<file path="src/rtl/alu8_pkg.sv">
package alu8_pkg;
  localparam int unsigned W   = 8;
  localparam int unsigned MSB = W - 1;

  // status byte bit positions (software decodes these)
  localparam int unsigned ST_C   = 0;
  localparam int unsigned ST_Z   = 1;
  localparam int unsigned ST_I   = 2;
  localparam int unsigned ST_D   = 3;
  localparam int unsigned ST_B   = 4;
  localparam int unsigned ST_ONE = 5;
  localparam int unsigned ST_V   = 6;
  localparam int unsigned ST_N   = 7;
  localparam logic [7:0] ONE_MASK = 8'(1) << ST_ONE;
  localparam logic [7:0] ST_RESET = ONE_MASK | (8'(1) << ST_Z);

  typedef enum logic [3:0] {
    OP_ADC = 4'h0, OP_SBC = 4'h1, OP_CPA = 4'h2, OP_CPX = 4'h3,
    OP_ASL = 4'h4, OP_LSR = 4'h5, OP_ROL = 4'h6, OP_ROR = 4'h7,
    OP_BIT = 4'h8, OP_AND = 4'h9, OP_ORA = 4'hA, OP_EOR = 4'hB,
    OP_ARR = 4'hC, OP_AXS = 4'hD, OP_ASR = 4'hE, OP_LDM = 4'hF
  } alu_op_e;

  // one unit's answer: result, flag values, and which of C/V it defines
  typedef struct packed {
    logic [W-1:0] res;
    logic         c;
    logic         z;
    logic         n;
    logic         v;
    logic         wc;
    logic         wv;
  } alu_out_t;
endpackage

</file>
<file path="src/rtl/alu8_arith.sv">
module alu8_arith
  import alu8_pkg::*;
(
  input  logic         clk_i,
  input  logic         rst_ni,
  input  alu_op_e      op_i,
  input  logic [W-1:0] a_i,
  input  logic [W-1:0] x_i,
  input  logic [W-1:0] m_i,
  input  logic         cin_i,
  output alu_out_t     out_o
);
  // one adder serves add, subtract, both compares and and-subtract
  function automatic logic [W:0] add_c(logic [W-1:0] p, logic [W-1:0] q, logic ci);
    return {1'b0, p} + {1'b0, q} + {{W{1'b0}}, ci};
  endfunction

  logic [W-1:0] lhs, rhs;
  logic         ci;
  logic [W:0]   sum;
  logic         ovf_w;   // signed overflow event
  logic         nob_w;   // carry out = no borrow on subtract forms

  always_comb begin
    lhs = a_i;
    rhs = m_i;
    ci  = cin_i;
    case (op_i)
      OP_SBC: rhs = ~m_i;
      OP_CPA: begin rhs = ~m_i; ci = 1'b1; end
      OP_CPX: begin lhs = x_i; rhs = ~m_i; ci = 1'b1; end
      OP_AXS: begin lhs = a_i & x_i; rhs = ~m_i; ci = 1'b1; end
      default: ;
    endcase
  end

  assign sum   = add_c(lhs, rhs, ci);
  assign nob_w = sum[W];
  assign ovf_w = (lhs[MSB] == rhs[MSB]) && (sum[MSB] != lhs[MSB]);

  always_comb begin
    out_o.res = sum[W-1:0];
    if (op_i == OP_CPA) out_o.res = a_i;
    if (op_i == OP_CPX) out_o.res = x_i;
    out_o.c  = nob_w;
    out_o.z  = (sum[W-1:0] == '0);
    out_o.n  = sum[MSB];
    out_o.v  = ovf_w;
    out_o.wc = 1'b1;
    out_o.wv = (op_i == OP_ADC) || (op_i == OP_SBC);
  end


  adc_overflow_chk: assert property (@(posedge clk_i) disable iff (!rst_ni)
    (op_i == OP_ADC && a_i[MSB] == m_i[MSB]) |-> (out_o.v == (out_o.res[MSB] != a_i[MSB])));

  sbc_same_sign_chk: assert property (@(posedge clk_i) disable iff (!rst_ni)
    (op_i == OP_SBC && a_i[MSB] == m_i[MSB]) |-> !out_o.v);

  cmp_carry_chk: assert property (@(posedge clk_i) disable iff (!rst_ni)
    (op_i == OP_CPA) |-> (out_o.c == (a_i >= m_i) && out_o.res == a_i && !out_o.wv));

  axs_carry_chk: assert property (@(posedge clk_i) disable iff (!rst_ni)
    (op_i == OP_AXS) |-> (out_o.c == ((a_i & x_i) >= m_i)));
endmodule

</file>
<file path="src/rtl/alu8_shift.sv">
module alu8_shift
  import alu8_pkg::*;
(
  input  logic         clk_i,
  input  logic         rst_ni,
  input  alu_op_e      op_i,
  input  logic [W-1:0] a_i,
  input  logic [W-1:0] m_i,
  input  logic         cin_i,
  output alu_out_t     out_o
);
  logic         masked;   // source is A & M
  logic         left;
  logic         ins;      // bit shifted in
  logic [W-1:0] src;
  logic [W-1:0] shv;
  logic         out_bit;  // bit shifted out

  assign masked  = (op_i == OP_ARR) || (op_i == OP_ASR);
  assign left    = (op_i == OP_ASL) || (op_i == OP_ROL);
  assign ins     = cin_i & ((op_i == OP_ROL) || (op_i == OP_ROR) || (op_i == OP_ARR));
  assign src     = masked ? (a_i & m_i) : m_i;
  assign shv     = left ? {src[W-2:0], ins} : {ins, src[MSB:1]};
  assign out_bit = left ? src[MSB] : src[0];

  always_comb begin
    out_o.res = shv;
    out_o.z   = (shv == '0);
    out_o.n   = shv[MSB];
    out_o.wc  = 1'b1;
    out_o.c   = out_bit;
    out_o.v   = 1'b0;
    out_o.wv  = 1'b0;
    if (op_i == OP_ARR) begin
      out_o.c  = shv[W-2];
      out_o.v  = shv[W-2] ^ shv[W-3];
      out_o.wv = 1'b1;
    end
  end


  shl_carry_chk: assert property (@(posedge clk_i) disable iff (!rst_ni)
    (op_i == OP_ASL) |-> (out_o.c == m_i[MSB] && !out_o.res[0]));

  ror_top_chk: assert property (@(posedge clk_i) disable iff (!rst_ni)
    (op_i == OP_ROR) |-> (out_o.res[MSB] == cin_i && out_o.c == m_i[0]));

  arr_top_chk: assert property (@(posedge clk_i) disable iff (!rst_ni)
    (op_i == OP_ARR) |-> (out_o.res[MSB] == cin_i && out_o.wv));

  asr_chk: assert property (@(posedge clk_i) disable iff (!rst_ni)
    (op_i == OP_ASR) |-> (!out_o.n && out_o.c == (a_i[0] & m_i[0]) && !out_o.wv));
endmodule

</file>
<file path="src/rtl/alu8_logic.sv">
module alu8_logic
  import alu8_pkg::*;
(
  input  logic         clk_i,
  input  logic         rst_ni,
  input  alu_op_e      op_i,
  input  logic [W-1:0] a_i,
  input  logic [W-1:0] m_i,
  output alu_out_t     out_o
);
  logic         is_bit;
  logic [W-1:0] conj;
  logic [W-1:0] val;

  assign is_bit = (op_i == OP_BIT);
  assign conj   = a_i & m_i;

  always_comb begin
    case (op_i)
      OP_ORA:  val = a_i | m_i;
      OP_EOR:  val = a_i ^ m_i;
      OP_LDM:  val = m_i;
      OP_BIT:  val = a_i;
      default: val = conj;
    endcase
  end

  always_comb begin
    out_o.res = val;
    out_o.z   = is_bit ? (conj == '0) : (val == '0);
    out_o.n   = is_bit ? m_i[MSB] : val[MSB];
    out_o.v   = m_i[W-2];
    out_o.wv  = is_bit;
    out_o.c   = 1'b0;
    out_o.wc  = 1'b0;
  end


  bit_keep_chk: assert property (@(posedge clk_i) disable iff (!rst_ni)
    is_bit |-> (out_o.res == a_i && !out_o.wc && out_o.n == m_i[MSB]));
endmodule

</file>
<file path="src/rtl/alu8_flags.sv">
module alu8_flags
  import alu8_pkg::*;
(
  input  logic       clk_i,
  input  logic       rst_ni,
  input  logic       exec_i,
  input  logic       wr_i,
  input  logic [7:0] din_i,
  input  logic       c_i,
  input  logic       z_i,
  input  logic       n_i,
  input  logic       v_i,
  output logic [7:0] status_o,
  output logic       cin_o
);
  logic [7:0] st_q;
  logic       upd_w;   // execute update that is not overridden

  assign upd_w = exec_i && !wr_i;

  always_ff @(posedge clk_i) begin
    if (!rst_ni) begin
      st_q <= ST_RESET;
    end else if (wr_i) begin
      st_q <= din_i | ONE_MASK;
    end else if (exec_i) begin
      st_q[ST_C] <= c_i;
      st_q[ST_Z] <= z_i;
      st_q[ST_N] <= n_i;
      st_q[ST_V] <= v_i;
    end
  end

  assign status_o = st_q;
  assign cin_o    = st_q[ST_C];


  one_bit_chk: assert property (@(posedge clk_i) disable iff (!rst_ni) status_o[ST_ONE]);

  wr_prio_chk: assert property (@(posedge clk_i) disable iff (!rst_ni)
    wr_i |=> (status_o == ($past(din_i) | ONE_MASK)));

  hold_chk: assert property (@(posedge clk_i) disable iff (!rst_ni)
    (!wr_i && !exec_i) |=> $stable(status_o));

  keep_idb_chk: assert property (@(posedge clk_i) disable iff (!rst_ni)
    upd_w |=> (status_o[ST_B:ST_I] == $past(status_o[ST_B:ST_I])));

  load_cv_chk: assert property (@(posedge clk_i) disable iff (!rst_ni)
    upd_w |=> (status_o[ST_C] == $past(c_i) && status_o[ST_V] == $past(v_i)));
endmodule

</file>
<file path="src/rtl/alu8_status.sv">
module alu8_status
  import alu8_pkg::*;
(
  input  logic       clk_i,
  input  logic       rst_ni,
  input  logic [3:0] op_i,
  input  logic [7:0] acc_i,
  input  logic [7:0] idx_i,
  input  logic [7:0] opnd_i,
  input  logic       exec_i,
  input  logic       st_wr_i,
  input  logic [7:0] st_din_i,
  output logic [7:0] result_o,
  output logic       c_o,
  output logic       z_o,
  output logic       n_o,
  output logic       v_o,
  output logic [7:0] status_o
);
  alu_op_e  op;
  logic     cin;
  alu_out_t ar_out, sh_out, lg_out, sel;
  logic     keeps_cv;   // op leaves C and V alone

  assign op = alu_op_e'(op_i);

  alu8_arith u_arith (
    .clk_i(clk_i), .rst_ni(rst_ni), .op_i(op), .a_i(acc_i), .x_i(idx_i),
    .m_i(opnd_i), .cin_i(cin), .out_o(ar_out));

  alu8_shift u_shift (
    .clk_i(clk_i), .rst_ni(rst_ni), .op_i(op), .a_i(acc_i),
    .m_i(opnd_i), .cin_i(cin), .out_o(sh_out));

  alu8_logic u_logic (
    .clk_i(clk_i), .rst_ni(rst_ni), .op_i(op), .a_i(acc_i),
    .m_i(opnd_i), .out_o(lg_out));

  always_comb begin
    case (op)
      OP_ADC, OP_SBC, OP_CPA, OP_CPX, OP_AXS: sel = ar_out;
      OP_ASL, OP_LSR, OP_ROL, OP_ROR, OP_ARR, OP_ASR: sel = sh_out;
      default: sel = lg_out;
    endcase
  end

  assign result_o = sel.res;
  assign z_o      = sel.z;
  assign n_o      = sel.n;
  assign c_o      = sel.wc ? sel.c : cin;
  assign v_o      = sel.wv ? sel.v : status_o[ST_V];

  alu8_flags u_flags (
    .clk_i(clk_i), .rst_ni(rst_ni), .exec_i(exec_i), .wr_i(st_wr_i),
    .din_i(st_din_i), .c_i(c_o), .z_i(z_o), .n_i(n_o), .v_i(v_o),
    .status_o(status_o), .cin_o(cin));

  assign keeps_cv = (op == OP_AND) || (op == OP_ORA) || (op == OP_EOR) || (op == OP_LDM);


  logic_keep_chk: assert property (@(posedge clk_i) disable iff (!rst_ni)
    keeps_cv |-> (c_o == status_o[ST_C] && v_o == status_o[ST_V]));
endmodule

</file>
<file path="config.mk">
export PLATFORM = sky130hd
export DESIGN_NAME = alu8_status
export DESIGN_NICKNAME = d
export VERILOG_FILES = /design/src/rtl/alu8_pkg.sv /design/src/rtl/alu8_arith.sv /design/src/rtl/alu8_shift.sv /design/src/rtl/alu8_logic.sv /design/src/rtl/alu8_flags.sv /design/src/rtl/alu8_status.sv
export SDC_FILE = /design/constraint.sdc
export NUM_CORES = 1
export LEC_CHECK = 0
export ABC_AREA = 1
export ABC_CLOCK_PERIOD_IN_PS = 5100
export BUFFER_PORTS_ARGS = -buffer_cell sky130_fd_sc_hd__buf_2
export CORE_MARGIN = 10
export CORE_UTILIZATION = 50
export DETAILED_ROUTE_END_ITERATION = 10
export GPL_TIMING_DRIVEN = 0
export PLACE_DENSITY_LB_ADDON = 0.12
export SETUP_SLACK_MARGIN = 0.1
export SYNTH_ARGS = -nofsm -noshare
export SYNTH_HDL_FRONTEND = slang
export SYNTH_SLANG_ARGS = --single-unit
</file>
<file path="constraint.sdc">
create_clock -name clk_i -period 5.1 [get_ports clk_i]
set_clock_uncertainty 0.15 [all_clocks]
set_input_delay 0.255 -clock clk_i [delete_from_list [all_inputs] [get_ports clk_i]]
set_output_delay 0.255 -clock clk_i [all_outputs]
set_load 0.05 [all_outputs]
</file>
== Word level (Yosys, flattened, before mapping) ==
Index checks and enable logic that the tools add are counted.
Operators by class
  $add $sub $neg: 2
  mux-type cells: 21
  eq/ne operators: 16
  bitwise gates (word level): 7
  reductions and logical operators: 16
Operators with widths (count)
  two-way mux 8 bit: 5
  zero test 8 bit: 4
  case mux 8 bit (4 select lines): 1
  == test 4 bit, second input constant: 7
  case mux 14 bit (2 select lines): 1
  AND 8 bit: 2
  == test 4 x 3 -> 1 bit, second input constant: 4
  case mux 8 bit (2 select lines): 1
  adder 8 x 8 -> 9 bit: 1
  adder 9 x 1 -> 9 bit: 1
  two-way mux 1 bit: 9
  == test 4 x 2 -> 1 bit, second input constant: 2
  two-way mux 2 bit: 4
  inverter 8 bit: 1
  OR 8 bit: 1
  bitwise XOR 8 bit: 1
  OR reduction 6 bit: 1
  logical OR 1 bit: 5
  OR reduction 5 bit: 1
  == test 4 x 1 -> 1 bit, second input constant: 1
  zero test 4 bit: 1
  OR reduction 4 bit: 1
  OR reduction 3 bit: 1
  nonzero test 2 bit: 1
  5 further kinds: 5
Word-level totals
  logic and storage cells: 64
  input port bits: 40
  register bits after elaboration: 7

== Longest topological paths before layout ==
  depth after elaboration: 11
  mapped depth: 20

== Cells and area by module ==
From an unflattened synthesis, not the netlist that was laid out.
Unflattened totals
  cells, all modules: 486
  area total of the unflattened synthesis: 2646.3 um^2
Modules (own cells, without submodules)
  alu8_arith: area an instance 867.1 um^2, times used 1, cells each 156, seq. area each 0.0 um^2
  alu8_logic: area an instance 744.5 um^2, times used 1, cells each 139, seq. area each 0.0 um^2
  alu8_status: area an instance 395.4 um^2, times used 1, cells each 78, seq. area each 0.0 um^2
  alu8_shift: area an instance 327.8 um^2, times used 1, cells each 69, seq. area each 0.0 um^2
  alu8_flags: area an instance 311.5 um^2, times used 1, cells each 44, seq. area each 140.1 um^2

== Least setup slack after synthesis ==
OpenSTA, ideal clock, no wires.
  path type: input -> output
  start: input port op_i[2]
  end: output port result_o[7]
  stages on the path: 16
  buffers on the path: 1
  arrival time: 3.360 ns
  setup slack: 1.335 ns
  data required time: 4.695 ns
  cells stage by stage: buf_4 > nor2_1 > inv_1 > nand2_4 > o21ai_2 > xor2_1 > fa_1 > inv_1 > nand3_1 > nand2_1 > a21oi_1 > nand2_1 > nand2_1 > o21ai_0 > o21ai_0 > o21ai_0
On the way
  cells in the longest elaborated chain, start to end: 8
  elaborated cells on any way between the ends: 35
  classes of those cells: 2 x add/sub; 14 x eq/ne; 9 x mux; 1 x bitwise; 9 x reduce/logical
Ends and longest elaborated chain
  start, declared: line alu8_status.sv:6  | input logic [3:0] op_i,
  == test 4 bit (tied with other cells): line alu8_arith.sv:28, alu8_status.sv:40
  OR reduction 4 bit (no source line)
  two-way mux 8 bit
  adder 8 x 8 -> 9 bit: line alu8_arith.sv:15  | return {1'b0, p} + {1'b0, q} + {{W{1'b0}}, ci};
  adder 9 x 1 -> 9 bit: line alu8_arith.sv:15
  two-way mux 8 bit: line alu8_arith.sv:43  | if (op_i == OP_CPA) out_o.res = a_i;
  two-way mux 8 bit: line alu8_arith.sv:44  | if (op_i == OP_CPX) out_o.res = x_i;
  case mux 14 bit (2 select lines) *: line alu8_status.sv:40  | case (op)
  end, declared: line alu8_status.sv:13  | output logic [7:0] result_o,
Mark *: on every way between the ends. The rest lies on a longest branch, timed or not.

== Worst setup path in the final report ==
  start: input port op_i[0]
  end: output port z_o
On the way
  cells in the longest elaborated chain, start to end: 7
  elaborated cells on any way between the ends: 37
  classes of those cells: 2 x add/sub; 14 x eq/ne; 8 x mux; 1 x bitwise; 12 x reduce/logical
Ends and longest elaborated chain
  == test 4 bit (tied with other cells): line alu8_arith.sv:28, alu8_status.sv:40
  OR reduction 4 bit (no source line) or logical OR 1 bit (tied branches)
  two-way mux 8 bit or logical OR 1 bit (tied branches)
  adder 8 x 8 -> 9 bit or AND 1 bit (tied branches): line alu8_arith.sv:15, alu8_shift.sv:21
  adder 9 x 1 -> 9 bit or two-way mux 8 bit (tied branches): line alu8_arith.sv:15, alu8_shift.sv:23
  zero test 8 bit (on tied branches): line alu8_arith.sv:46, alu8_shift.sv:28
  case mux 14 bit (2 select lines) *: line alu8_status.sv:40
  end, declared: line alu8_status.sv:15  | output logic z_o,
Marked as above.

==> metrics.md <==
| Metric | Value |
|---|---|
| Outcome | finished, final reports clean |
| DIE WIDTH | between 80 and 90 um |
| Standard cell with the maximum stage delay on the critical path | fa_1 |
| Vert. Die Dim | around 90 um |
| Static power due to leakage | 1.60 nW |
| Worst supply voltage drop on vdd | 0.0837 mV |
| Cell-by-cell listing of the critical path | buf_2, buf_4, inv_4, nor2_2, nand2_2, nand2_4, o21ai_2, xor2_1, fa_1, inv_1, fa_1, inv_1, nand2_1, nor3_2, nand3_1, nor2_1, nand3_1, nand3_2, buf_2 |
| Cell internal pwr | roughly 230 uW |
| Post-synthesis cell type count | 40 |
| Num rows | 24 |
| Startpoint class of the critical path | input pin |
| Global-route usage over all layers | approximately a fifth |
| Post-synthesis adder-cell area fraction | approximately 14% |
| Level count of the clock H-tree | 1 |
| CTS Buffer Depth | 2 |
| Final period util | between 70% and 80% |
| Max FFs per register | 7 |
| Share of the yosys chip area belonging to registers | under 10% |
| Clk Latency, worst-skew pair | 0.23 ns |
| Antenna violations before repair | 0 |
| CTS tree | done |
| Worst min-delay path class | in2reg |
| Clock power frac | ~15% |
| Via count | 3,004 |
| Drt drc | 0 |
| Fraction of power consumed by combinational cells | about 73% |
| Final count of pins violating max slew | 0 |
| Total number of nets in the final design | 551 |
| Crit Path Max Fanout | 10 |
| Wire length per cell | ~15 um |
| Worst R2R Setup Slack | 2.62 ns |
| Simple logic cell fraction of the synthesized area | around 41% |
| Maximum single-stage delay on the critical path | between 0.4 and 0.5 ns |
| Post-synth EDFFs | 0 |
| Cell area after synthesis | 0.00237 mm^2 |
| Overall power of the completed layout | between 500 and 600 uW |
| Via count of the first global-routing pass | 2,804 |
| Count of maximum capacitance violations | 0 |
| Placeable Area | approximately 0.0045 mm^2 |
| CP Data Arrival Time | 3.45 ns |
| Top library cells by usage in the layout, fill and taps aside | nand2_1, inv_1, buf_2 |
| Number of antenna cells inserted | 0 |
| Final hold violations | 0 |
| Total negative slack | 0 ns |
| Critical path capture point type | output port |
| Tightest Pin Transition | between 0.6 and 0.7 ns |
| Reg clk slew, reported paths | 0.04 ns |
| Sw frac | 56.0% |
| Min cycle time layout | between 3 and 4 ns |
| Unrepaired setup endpoints after global routing | false |
| Normalized max-slew margin | between 50% and 60% |
| Post-route ant nets | 0 |
| Die ar. | about 0.0079 mm^2 |
| Mean Syn Cell Area | about 5.5 um^2 |
| Final setup viols | 0 |
| Data required, critical path | between 4 and 5 ns |
| Most used DFF post-synth | dfxtp_1 |
| Gpl congestion | about 1.0 |
| Number of setup buffers added after CTS | 0 |
| Starting density of the core | between 50% and 60% |
| Net Sw Power | 287 uW |
| Synth-to-Final Area Change | 16.1% |
| Placed wire-length estimate | a little under 7000 um |
| CTS Root Buffer Type | clkbuf_8 |
| Portion of netlist area occupied by mux cells | 0% |
| Fmax | around 0.26 GHz |
| Synthesized-area fraction occupied by xor and xnor cells | 4.44% |
| Hold-fix buffer count after cts | 0 |
| Count of instances resized after the clock tree is built | 0 |
| Number of warnings printed during yosys synthesis | 0 |
| Most common cell after layout, fill and taps aside | nand2_1 |
| # IOs | 60 |
| Detailed-route wire length | a little over 8000 um |
| Synthesized net count | 492 |
| CTS sink cnt | 7 |
| Power density cells | between 150 and 200 mW/mm^2 |
| FF+latch count, synth | 7 |
| Number of buffers created by CTS | 3 |
| Main combinational cell family by area after synthesis | simple AND/OR/NAND/NOR gates |
| I/O Buffers | 54 |
| Number of detailed-route iterations in the first pass | 5 |
| Synthesized instance count | approximately 430 |
| Overflow left after global routing | 0 |
| Wire length of the first global-routing pass | roughly 13,000 um |
| Layout cell share with drive strength beyond 1 | between 10% and 20% |
| Post-DR vias/cell | ~5.6 |
| Class of the most critical setup path | in2out |
| Synth Area in Compound Gates | between 10% and 20% |
| Maximum number of pins on one net before global-route repair | 11 |
| Number of DRC markers after the initial detailed-route iteration | 311 |
| Portion of total power attributed to sequential cells | 12.0% |
| Proportion of register bits with asynchronous set or reset after synthesis | 0% |
synth_stat cells, types with 2 or more instances:
| library cell | count | share of area [%] |
|---|---|---|
| nand3_2 | 2 | 0.85 |
| o211ai_1 | 8 | 2.5 |
| xor2_1 | 11 | 4.1 |
| inv_2 | 5 | 0.79 |
| fa_1 | 2 | 1.7 |
| o21ai_2 | 2 | 0.74 |
| a22oi_1 | 7 | 2.2 |
| inv_4 | 2 | 0.53 |
| nor2_2 | 4 | 1.1 |
| nor2_1 | 34 | 5.4 |
| nor3_1 | 3 | 0.63 |
| o311ai_0 | 2 | 0.74 |
| nand2_1 | 113 | 18 |
| ha_1 | 23 | 12 |
| o22ai_1 | 2 | 0.53 |
| nand2_2 | 3 | 0.79 |
| nand4_1 | 9 | 2.4 |
| buf_4 | 6 | 1.9 |
| nor4_1 | 2 | 0.53 |
| buf_2 | 2 | 0.42 |
| inv_1 | 71 | 11 |
| dfxtp_1 | 7 | 5.9 |
| nand3_1 | 39 | 8.2 |
| clkbuf_1 | 2 | 0.32 |
| o21ai_0 | 27 | 5.7 |
| a21oi_1 | 25 | 5.3 |
layer usage:
metal	track usage [%]	vias to the layer above	share of wire, %
met2	34.0	156	44
met1	27.5	1320	42
met3	2.67	17	12
li1	-	1511	-
met5	0	-	0
met4	5.87	0	2.4
kinds of logic after synthesis:
logic type               count (synthesis)
flip-flops                               7
other                                    1
AND/OR/NAND/NOR                        216
XOR/XNOR                                12
buffers and inverters                   88
AO/OA/AOI/OAI                           78
adder cells (fa/ha/maj)                 25
worst paths after layout:
check,endpoint,from,cells past startpoint
setup / recovery,z_o,op_i[0],19
hold / removal,u_flags.status_o[4],st_din_i[4],3
setup reg to reg,u_flags.status_o[1],u_flags.status_o[0],13
hold reg to reg,u_flags.status_o[4],u_flags.status_o[4],2
critical path, delay by kind of cell:
kind	cells	cell delay (ns)
buffers and inverters	6	0.81
XOR/XNOR	1	0.22
adder cells (fa/ha/maj)	2	0.86
AO/OA/AOI/OAI	1	0.22
AND/OR/NAND/NOR	9	1.07
layout make-up:
cell class              instances  area (um^2)
well taps                      52         65.1
flip-flops and latches          7          140
inverters                      78          298
fillers                       473         1730
clock buffers                   4         45.0
repair buffers                 54          270
plain buffers                  10         62.6
multi-input cells             332         1870
through the flow:
| step | hold WS, ns | util (%) | setup WS (ns) | instance area (um^2) | cells |
|---|---|---|---|---|---|
| CTS | 0.106 | 61.4 | 1.30 | 2750 | 537 |
| finish | 0.101 | 61.4 | 1.25 | 2750 | 537 |
| detailed placement | 0.330 | 60.4 | 1.30 | 2700 | 533 |
| global placement | 0.321 | 60.4 | 1.35 | 2700 | 533 |
| floorplan | 0.240 | - | 1.33 | 2370 | 427 |
| global route | 0.112 | 61.4 | 1.11 | 2750 | 537 |
power groups by stage:
stage / Clock (mW) / Combinational (mW) / Sequential (mW)
final: 0.0784 / 0.373 / 0.0617
after global routing: 0.0818 / 0.413 / 0.0621
after CTS: 0.0789 / 0.369 / 0.0617
after detailed placement: 0 / 0.367 / 0.0626
after global placement: 0 / 0.364 / 0.0623
after floorplan: 0 / 0.261 / 0.0740
Note: power is estimated with default switching activity, not from simulation.
